File: src/rtl/fma_spec_pkg.sv
package fma_spec_pkg;

    localparam int EXP_W  = 11;
    localparam int FRAC_W = 52;
    localparam int DATA_W = 1 + EXP_W + FRAC_W;

    typedef enum logic [2:0] {
        CLS_ZERO  = 3'd0,
        CLS_DNORM = 3'd1,
        CLS_NORM  = 3'd2,
        CLS_INF   = 3'd3,
        CLS_QNAN  = 3'd4,
        CLS_SNAN  = 3'd5
    } fp_class_e;

    typedef struct packed {
        logic              sign;
        fp_class_e         cls;
        logic [DATA_W-1:0] raw;
    } opnd_t;

    typedef struct packed {
        logic              found;
        logic              invalid;
        logic [DATA_W-1:0] value;
    } nan_pick_t;

    typedef struct packed {
        logic              bypass;
        logic              invalid;
        logic              compute;
        logic [DATA_W-1:0] value;
    } decision_t;

    function automatic logic is_nan(input fp_class_e c);
        return (c == CLS_QNAN) || (c == CLS_SNAN);
    endfunction

    function automatic logic is_finite_nonzero(input fp_class_e c);
        return (c == CLS_NORM) || (c == CLS_DNORM);
    endfunction

    function automatic logic [DATA_W-1:0] make_inf(input logic s);
        return {s, {EXP_W{1'b1}}, {FRAC_W{1'b0}}};
    endfunction

    function automatic logic [DATA_W-1:0] make_zero(input logic s);
        return {s, {(DATA_W-1){1'b0}}};
    endfunction

endpackage

File: src/rtl/fma_operand_classifier.sv
module fma_operand_classifier
    import fma_spec_pkg::*;
#(
    parameter int QUIET_BIT = 51
) (
    input  logic [DATA_W-1:0] operand,
    output opnd_t             info
);
    logic [EXP_W-1:0]  exp_f;
    logic [FRAC_W-1:0] frac_f;
    logic              exp_max;
    logic              exp_min;
    logic              frac_nz;

    assign exp_f   = operand[DATA_W-2 -: EXP_W];
    assign frac_f  = operand[FRAC_W-1:0];
    assign exp_max = &exp_f;
    assign exp_min = ~|exp_f;
    assign frac_nz = |frac_f;

    always_comb begin
        info.sign = operand[DATA_W-1];
        info.raw  = operand;
        if (exp_max && frac_nz)
            info.cls = frac_f[QUIET_BIT] ? CLS_QNAN : CLS_SNAN;
        else if (exp_max)
            info.cls = CLS_INF;
        else if (exp_min && frac_nz)
            info.cls = CLS_DNORM;
        else if (exp_min)
            info.cls = CLS_ZERO;
        else
            info.cls = CLS_NORM;
    end

    // a value classed as a NaN must carry a nonzero fraction
    always_comb begin
        p_nan_has_payload_r3: assert (!is_nan(info.cls) || (info.raw[FRAC_W-1:0] != '0))
            else $error("classified NaN with empty fraction");
    end

endmodule

File: src/rtl/fma_nan_arbiter.sv
module fma_nan_arbiter
    import fma_spec_pkg::*;
#(
    parameter int N_OPS     = 3,
    parameter int QUIET_BIT = 51
) (
    input  opnd_t     ops [N_OPS],
    output nan_pick_t pick
);
    localparam int N_GRANT = 2 * N_OPS;

    logic [N_OPS-1:0]   snan_hit;
    logic [N_OPS-1:0]   qnan_hit;
    logic [N_GRANT-1:0] grant;
    logic [DATA_W-1:0]  quiet_mask;

    assign quiet_mask = {{(DATA_W-1){1'b0}}, 1'b1} << QUIET_BIT;

    genvar gi;
    generate
        for (gi = 0; gi < N_OPS; gi++) begin : g_hit
            assign snan_hit[gi] = (ops[gi].cls == CLS_SNAN);
            assign qnan_hit[gi] = (ops[gi].cls == CLS_QNAN);
        end
    endgenerate

    // priority: signalling before quiet, lower index (z, x, y) first
    always_comb begin
        grant = '0;
        for (int i = N_OPS - 1; i >= 0; i--) begin
            if (qnan_hit[i]) grant = '0;
            if (qnan_hit[i]) grant[N_OPS + i] = 1'b1;
        end
        for (int i = N_OPS - 1; i >= 0; i--) begin
            if (snan_hit[i]) grant = '0;
            if (snan_hit[i]) grant[i] = 1'b1;
        end
    end

    always_comb begin
        pick.found   = |grant;
        pick.invalid = |grant[N_OPS-1:0];
        pick.value   = '0;
        for (int i = 0; i < N_OPS; i++) begin
            if (grant[i])         pick.value = ops[i].raw | quiet_mask;
            if (grant[N_OPS + i]) pick.value = ops[i].raw;
        end
    end

    // at most one NaN source is ever selected
    always_comb begin
        p_single_grant_r2: assert ($onehot0(grant))
            else $error("more than one NaN source granted");
    end

    // any NaN returned here leaves as a quiet NaN
    always_comb begin
        p_quiet_out_r4: assert (!pick.found ||
                                (pick.value[QUIET_BIT] && (&pick.value[DATA_W-2 -: EXP_W])))
            else $error("returned NaN is not quiet");
    end

endmodule

File: src/rtl/fma_special_decider.sv
module fma_special_decider
    import fma_spec_pkg::*;
#(
    parameter logic [DATA_W-1:0] DEFAULT_NAN   = 64'h7FF8_0000_0000_0000,
    parameter logic [1:0]        RM_TOWARD_NEG = 2'b11
) (
    input  opnd_t     z_op,
    input  logic      x_sign,
    input  fp_class_e x_cls,
    input  logic      y_sign,
    input  fp_class_e y_cls,
    input  logic      negate_prod,
    input  logic [1:0] round_mode,
    output decision_t dec
);
    logic prod_sign;
    logic prod_inf;
    logic prod_zero;
    logic z_inf;
    logic z_zero;

    assign prod_sign = x_sign ^ y_sign ^ negate_prod;
    assign prod_inf  = (x_cls == CLS_INF)  || (y_cls == CLS_INF);
    assign prod_zero = (x_cls == CLS_ZERO) || (y_cls == CLS_ZERO);
    assign z_inf     = (z_op.cls == CLS_INF);
    assign z_zero    = (z_op.cls == CLS_ZERO);

    always_comb begin
        dec.bypass  = 1'b1;
        dec.invalid = 1'b0;
        dec.compute = 1'b0;
        dec.value   = '0;
        if (prod_inf && prod_zero) begin
            dec.invalid = 1'b1;
            dec.value   = DEFAULT_NAN;
        end else if (prod_inf) begin
            if (z_inf && (z_op.sign != prod_sign)) begin
                dec.invalid = 1'b1;
                dec.value   = DEFAULT_NAN;
            end else begin
                dec.value = make_inf(prod_sign);
            end
        end else if (prod_zero) begin
            if (z_zero && (z_op.sign != prod_sign))
                dec.value = make_zero(round_mode == RM_TOWARD_NEG);
            else
                dec.value = z_op.raw;
        end else if (z_inf) begin
            dec.value = z_op.raw;
        end else begin
            dec.bypass  = 1'b0;
            dec.compute = 1'b1;
        end
    end

    // an infinity built from the product carries the product sign
    always_comb begin
        p_inf_sign_r6: assert (!(dec.bypass && prod_inf && !dec.invalid) ||
                               (dec.value[DATA_W-1] == prod_sign))
            else $error("infinite product sign wrong");
    end

    // a zero result never takes a sign absent from both inputs and the mode
    always_comb begin
        p_zero_sign_r9: assert (!(dec.bypass && prod_zero && z_zero && dec.value[DATA_W-1]) ||
                                (z_op.sign || (round_mode == RM_TOWARD_NEG)))
            else $error("negative zero without cause");
    end

endmodule

File: src/rtl/fma_special_resolver.sv
module fma_special_resolver
    import fma_spec_pkg::*;
#(
    parameter logic [DATA_W-1:0] DEFAULT_NAN   = 64'h7FF8_0000_0000_0000,
    parameter int                QUIET_BIT     = 51,
    parameter logic [1:0]        RM_TOWARD_NEG = 2'b11
) (
    input  logic [DATA_W-1:0] op_z,
    input  logic [DATA_W-1:0] op_x,
    input  logic [DATA_W-1:0] op_y,
    input  logic              negate_prod,
    input  logic [1:0]        round_mode,
    output logic              bypass_valid,
    output logic [DATA_W-1:0] bypass_result,
    output logic              invalid_flag,
    output logic              compute_en
);
    localparam int N_OPS = 3;
    localparam int IDX_Z = 0;
    localparam int IDX_X = 1;
    localparam int IDX_Y = 2;

    logic [DATA_W-1:0] raw_ops [N_OPS];
    opnd_t             ops     [N_OPS];
    nan_pick_t         nan_sel;
    decision_t         dec;

    assign raw_ops[IDX_Z] = op_z;
    assign raw_ops[IDX_X] = op_x;
    assign raw_ops[IDX_Y] = op_y;

    genvar gi;
    generate
        for (gi = 0; gi < N_OPS; gi++) begin : g_cls
            fma_operand_classifier #(
                .QUIET_BIT (QUIET_BIT)
            ) i_cls (
                .operand (raw_ops[gi]),
                .info    (ops[gi])
            );
        end
    endgenerate

    fma_nan_arbiter #(
        .N_OPS     (N_OPS),
        .QUIET_BIT (QUIET_BIT)
    ) i_nan (
        .ops  (ops),
        .pick (nan_sel)
    );

    fma_special_decider #(
        .DEFAULT_NAN   (DEFAULT_NAN),
        .RM_TOWARD_NEG (RM_TOWARD_NEG)
    ) i_dec (
        .z_op        (ops[IDX_Z]),
        .x_sign      (ops[IDX_X].sign),
        .x_cls       (ops[IDX_X].cls),
        .y_sign      (ops[IDX_Y].sign),
        .y_cls       (ops[IDX_Y].cls),
        .negate_prod (negate_prod),
        .round_mode  (round_mode),
        .dec         (dec)
    );

    always_comb begin
        if (nan_sel.found) begin
            bypass_valid  = 1'b1;
            bypass_result = nan_sel.value;
            invalid_flag  = nan_sel.invalid;
            compute_en    = 1'b0;
        end else begin
            bypass_valid  = dec.bypass;
            bypass_result = dec.value;
            invalid_flag  = dec.invalid;
            compute_en    = dec.compute;
        end
    end

    // the block either resolves or hands off, never both, never neither
    always_comb begin
        p_handoff_r1: assert (bypass_valid ^ compute_en)
            else $error("bypass and compute not exclusive");
    end

    // hand-off only with all operands free of NaN and infinity
    always_comb begin
        p_compute_clean_r1: assert (!compute_en ||
                                    (!is_nan(ops[IDX_Z].cls) && ops[IDX_Z].cls != CLS_INF &&
                                     is_finite_nonzero(ops[IDX_X].cls) &&
                                     is_finite_nonzero(ops[IDX_Y].cls)))
            else $error("compute enabled on special operand");
    end

    // invalid always comes with a NaN result
    always_comb begin
        p_invalid_nan_r5: assert (!invalid_flag ||
                                  ((&bypass_result[DATA_W-2 -: EXP_W]) &&
                                   (bypass_result[FRAC_W-1:0] != '0)))
            else $error("invalid flagged without NaN result");
    end

endmodule

File: config.mk
export PLATFORM = sky130hd
export DESIGN_NAME = fma_special_resolver
export DESIGN_NICKNAME = d
export VERILOG_FILES = /design/src/rtl/fma_spec_pkg.sv /design/src/rtl/fma_operand_classifier.sv /design/src/rtl/fma_nan_arbiter.sv /design/src/rtl/fma_special_decider.sv /design/src/rtl/fma_special_resolver.sv
export SDC_FILE = /design/constraint.sdc
export NUM_CORES = 1
export LEC_CHECK = 0
export ABC_AREA = 1
export BUFFER_PORTS_ARGS = -buffer_cell sky130_fd_sc_hd__buf_2
export CORE_AREA = 5 5 99 101
export DETAILED_ROUTE_END_ITERATION = 10
export DIE_AREA = 0 0 104 106
export GPL_TIMING_DRIVEN = 0
export PLACE_DENSITY = 0.82
export SLEW_MARGIN = 20
export SYNTH_ARGS = -nofsm -noshare
export SYNTH_HDL_FRONTEND = slang
export SYNTH_SLANG_ARGS = --single-unit
File: constraint.sdc
create_clock -name vclk -period 3.2
set_clock_uncertainty 0.1 [all_clocks]
set_input_delay 0 -clock vclk [all_inputs]
set_output_delay 0 -clock vclk [all_outputs]
set_load 0.05 [all_outputs]
After elaboration in Yosys (flattened, before gate mapping)

Index checks and enable logic that the tools add are counted.

Flip-flop bits (word level): 0
Input bits: 195
Word-level logic and storage cells: 94

Equal/unequal tests: 11
Muxes and demuxes: 53
Reduce and logical (&&, ||, !) cells: 28
Bitwise operators: 2

Operator list:

| kind               | count |
|---|---|
| $mux 64            | 13 |
| $reduce_or 52->1   | 3 |
| $reduce_and 11->1  | 3 |
| $reduce_or 11->1   | 3 |
| $mux 6             | 5 |
| $mux 3             | 9 |
| $mux 1             | 23 |
| $eq 3x3->1 const B | 6 |
| $eq 3x2->1 const B | 3 |
| $logic_and 1x1->1  | 9 |
| $logic_not 3->1    | 3 |
| $mux 2             | 3 |
| $reduce_or 6->1    | 1 |
| $logic_not 1->1    | 3 |
| $reduce_or 3->1    | 1 |
| $eq 2x2->1 const B | 1 |
| $logic_or 1x1->1   | 2 |
| $xor 1x1->1        | 2 |
| $ne 1x1->1         | 1 |

Logic depth before layout (Yosys ltp)

Depth after elaboration: 25
Gate-level depth with buffers: 17
Mapped depth without buffers: 16

Modules after synthesis

From an unflattened synthesis, not the netlist that was laid out.

Cells, all modules: 1455
Area total of the unflattened synthesis: 6777.8 um^2

Modules (own cells, without submodules):

| module                 | times used | cells each | area an instance (um^2) | seq. area each (um^2) |
|---|---|---|---|---|
| fma_operand_classifier | 3          | 146        | 815.8                   | 0.0 |
| fma_nan_arbiter        | 1          | 507        | 2134.5                  | 0.0 |
| fma_special_decider    | 1          | 296        | 1285.0                  | 0.0 |
| fma_special_resolver   | 1          | 214        | 910.9                   | 0.0 |

Worst setup path after synthesis

OpenSTA, ideal clock, no wires.

Path type: input to output
Start point: in op_z[46]
End point: out bypass_valid
Stages: 12
Buffers on the path: 0
Setup slack: 1038 ps
Arrival time: 2062 ps
Required time: 3100 ps
Cells stage by stage: nor2_1 > nand2_1 > nor2_1 > nand2_1 > nor2_2 > nand2_2 > nand2_1 > inv_1 > nor3_2 > nand2_2 > nor2_1 > inv_1

Cells in the longest elaborated chain, start to end: 13
Elaborated cells between the ends (all ways): 23
Those cells by class: eq/ne (3); mux (16); reduce/logical (4)

Ends and longest elaborated chain:

| item                                          | RTL line                                     | RTL |
|---|---|---|
| start, declared                               | fma_special_resolver.sv:8                    | `input logic [DATA_W-1:0] op_z,` |
| $reduce_or 52->1 *                            | fma_operand_classifier.sv:19                 | `assign frac_nz = \|frac_f;` |
| $logic_and 1x1->1                             | fma_operand_classifier.sv:28                 | `else if (exp_min && frac_nz)` |
| $mux 3                                        | fma_operand_classifier.sv:28                 |  |
| $mux 3                                        | fma_operand_classifier.sv:26                 | `else if (exp_max)` |
| $mux 3 *                                      | fma_operand_classifier.sv:24                 | `if (exp_max && frac_nz)` |
| $eq 3x3->1                                    | fma_nan_arbiter.sv:23                        | `assign qnan_hit[gi] = (ops[gi].cls == CLS_QNAN);` |
| $mux 6                                        | fma_nan_arbiter.sv:31                        | `if (qnan_hit[i]) grant = '0;` |
| $mux 6 or $mux 1 (tied branches)              | fma_nan_arbiter.sv:35, fma_nan_arbiter.sv:32 |  |
| $mux 6 or $mux 1 (tied branches) (2 in a row) | fma_nan_arbiter.sv:35, fma_nan_arbiter.sv:36 |  |
| $mux 1 or $mux 6 (tied branches)              | fma_nan_arbiter.sv:36, fma_nan_arbiter.sv:35 |  |
| $reduce_or 6->1                               | fma_nan_arbiter.sv:41                        | `pick.found = \|grant;` |
| $mux 1 *                                      | fma_special_resolver.sv:67                   | `if (nan_sel.found) begin` |
| end, declared                                 | fma_special_resolver.sv:13                   | `output logic bypass_valid,` |

Every way passes the cells marked *; elsewhere a longest branch is shown, timed or not.

Final worst setup path

Start point: in op_y[22]
End point: out bypass_result[50]

Cells in the longest elaborated chain, start to end: 17
Elaborated cells between the ends (all ways): 33
Those cells by class: eq/ne (3); mux (22); reduce/logical (8)

Ends and longest elaborated chain:

| item                | RTL line                     | RTL |
|---|---|---|
| start, declared     | fma_special_resolver.sv:10   | `input logic [DATA_W-1:0] op_y,` |
| $reduce_or 52->1 *  | fma_operand_classifier.sv:19 |  |
| $logic_and 1x1->1   | fma_operand_classifier.sv:28 |  |
| $mux 3              | fma_operand_classifier.sv:28 |  |
| $mux 3              | fma_operand_classifier.sv:26 |  |
| $mux 3 *            | fma_operand_classifier.sv:24 |  |
| $eq 3x3->1          | fma_nan_arbiter.sv:22        | `assign snan_hit[gi] = (ops[gi].cls == CLS_SNAN);` |
| $mux 6 (3 in a row) | fma_nan_arbiter.sv:35        | `if (snan_hit[i]) grant = '0;` |
| $mux 1              | fma_nan_arbiter.sv:36        | `if (snan_hit[i]) grant[i] = 1'b1;` |
| $mux 64             | fma_nan_arbiter.sv:45        | `if (grant[i]) pick.value = ops[i].raw \| quiet_mask;` |
| $mux 64             | fma_nan_arbiter.sv:46        | `if (grant[N_OPS + i]) pick.value = ops[i].raw;` |
| $mux 64             | fma_nan_arbiter.sv:45        |  |
| $mux 64             | fma_nan_arbiter.sv:46        |  |
| $mux 64             | fma_nan_arbiter.sv:45        |  |
| $mux 64             | fma_nan_arbiter.sv:46        |  |
| $mux 64 *           | fma_special_resolver.sv:67   |  |
| end, declared       | fma_special_resolver.sv:14   | `output logic [DATA_W-1:0] bypass_result,` |

Marks and branches as above.

==> results by group <==
Setup path
  – Worst EP required: 3.10 ns
  – CP Capture Type: primary output
  – WS Path Type: input port to primary output
  – CP max FO: 10
  – Critical Path AT: 2.31 ns
  – Startpoint Class: input port

Final layout
  – Diodes inserted: 0
  – Seq_cells: 0
  – Area growth from synthesis to layout: 39.5%
  – Final std cells w/o fill: 1203
  – Clock tree buffer count of the final layout: 0
  – Multi-input gate area: 3020 um^2
  – Register area: 0 um^2
  – Filler Cells Inserted: 1032
  – Share of cells above drive strength 1: 30.6%
  – Nets: 1289

STA
  – Max Fclk: 415 MHz
  – Max_slew headroom: 59.1%
  – RSZ-0062 raised after global routing: false
  – Worst Tran Pin Value: 0.614 ns
  – Count of final hold-check violations: 0
  – Setup violators final: 0
  – Tcrit/Tclk final: 75.3%
  – Final worst path period need: 2.41 ns
  – TNS Setup: 0 ns
  – Slew Limit Fails: 0

Yosys
  – Syn Area/Cell: 4.42 um^2
  – Syn Nets: 1025
  – Yosys warns: 0
  – Post-synthesis cell type count: 32
  – Post-synthesis cell count: 830
  – Cell area after synthesis: 3670 um^2
  – Seq/Total Area, Yosys: 0%

Clock network
  – Setup Fix Bufs, Post-CTS: 0
  – Cts repair resizes: 0
  – Hold_buf cts: 0

Worst hold path
  – Hold depth: 4
  – Hold EP: bypass_result[24]
  – Hold path startpoint: op_z[24]
  – Hold crit path type: input port to primary output

Global routing
  – Antenna violations before repair: 0
  – Vias in the first global route: 5436
  – Largest net degree at the start of global routing: 11
  – First-pass GRT wire length: 26100 um
  – Congestion Overflow GR: 0
  – Gr usage total: 27.9%

Placed design
  – PortBufs: 262
  – Placer Congestion: 0.944
  – Placed Instances: 1203
  – Final HPWL DP: 14100 um

Floorplan
  – Core Box Area: 8930 um^2
  – I/O Pins: 262
  – Initial Util: 41.1%
  – Die area: 11000 um^2
  – Die Width: 104 um
  – Die H: 106 um
  – # rows: 35

Route
  – DRC: 0
  – Drt wl/cell: 14.0 um
  – DR pass1 iterations: 6
  – DR iter-0 viols: 458
  – Vias: 6053
  – Routed WL: 16900 um
  – Vias/cell: 5.03
  – Routed Antenna Nets: 0

Pwr
  – Leak: 3.44 nW
  – P_sw: 0.126 mW
  – Clock power frac: 0%
  – P_int: 0.114 mW
  – Sw frac: 52.6%
  – Cell Pwr Density: 46.8 nW/um^2
  – VDD IR max: 0.0338 mV
  – Combinational Power Share: 100.0%
  – Reg power frac: 0%

Status
  – Status: finished, final reports clean

Run
  – Max-cap violations: 0
## cells in the final DEF, fill, tap and decap left out, drive strengths merged
| cell | instances |
|---|---|
| inv | 102 |
| and2 | 2 |
| nand3b | 2 |
| clkbuf | 2 |
| o211ai | 1 |
| or2 | 1 |
| nor4 | 2 |
| buf | 300 |
| nor3b | 1 |
| nand2 | 311 |
| nand3 | 98 |
| nor3 | 9 |
| a21oi | 28 |
| xor2 | 2 |
| nor2 | 160 |
| xnor2 | 1 |
| and3 | 1 |
| o21ai | 56 |
| nand4 | 13 |
## metrics by stage
step	cell area [um^2]	hold WS (ns)	total power, mW	util (%)	setup WS [ns]
final	5120	0.312	0.240	57.3	0.789
after global routing	5120	0.335	0.266	57.3	0.616
after floorplan	3670	0.225	0.0590	-	1.04
after CTS	5120	0.311	0.237	57.3	0.820
after detailed placement	5120	0.311	0.236	57.3	0.827
after global placement	5120	0.311	0.233	57.3	0.831
## cells by family after synthesis
kind of cell | synth area share [%]
buffers and inverters | 17.6
AND/OR/NAND/NOR | 69.9
AO/OA/AOI/OAI | 11.8
XOR/XNOR | 0.716
## power groups by stage
stage	Combinational [mW]	Sequential (mW)	Clock [mW]
2_1_floorplan	0.0590	0	0
3_3_place_gp	0.233	0	0
3_5_place_dp	0.236	0	0
4_1_cts	0.237	0	0
5_1_grt	0.266	0	0
6_report	0.240	0	0
## synthesized netlist by cell type (3+ instances only)
cell type,count,area [um^2]
buf_4,5,37.5
nand4_1,13,81.3
nand2_2,9,56.3
inv_2,4,15.0
o21ai_0,32,160
o21ai_1,24,120
nor2_2,11,68.8
buf_2,22,110
a21oi_1,27,135
nand3_2,3,30.0
nor2_1,146,548
nor3_1,6,30.0
buf_6,9,101
nand2_1,301,1130
inv_1,98,368
nand3_1,95,475
nor3_2,3,30.0
## worst max-delay path: stages
cell	delay, ns
buf_2	0.11
nor2_1	0.09
nand2_1	0.06
nor2_1	0.20
nand2_1	0.13
nor2_2	0.25
nand2_1	0.12
nand3_2	0.12
nand3_2	0.17
nand2_2	0.27
buf_4	0.24
nand3_1	0.09
nand2_1	0.07
nand2_1	0.04
nand2_1	0.07
buf_2	0.27
## layout make-up
cell class | count | share of cell area, %
timing repair buffer | 262 | 25.6
inverter | 102 | 7.48
multi-input combinational | 688 | 59.0
buffer | 40 | 5.16
tap | 111 | 2.71
## how the worst max path moves through the flow
stage,start,end,slack (ns),cells past startpoint
2_1_floorplan,op_z[46],bypass_valid,1.04,12
3_3_place_gp,op_y[22],bypass_result[50],0.83,16
3_5_place_dp,op_y[22],bypass_result[50],0.83,16
4_1_cts,op_y[22],bypass_result[50],0.82,16
5_1_grt,op_y[18],bypass_result[26],0.62,16
6_report,op_y[22],bypass_result[50],0.79,16
## metal layers
metal,track usage [%],up-vias,share of wire [%]
met4,4.16,0,1.5
met5,0,-,0
met1,35.9,2576,41
li1,-,3113,-
met3,4.49,30,9.5
met2,49.9,334,48
No activity file was read; power rests on OpenSTA's default activity.
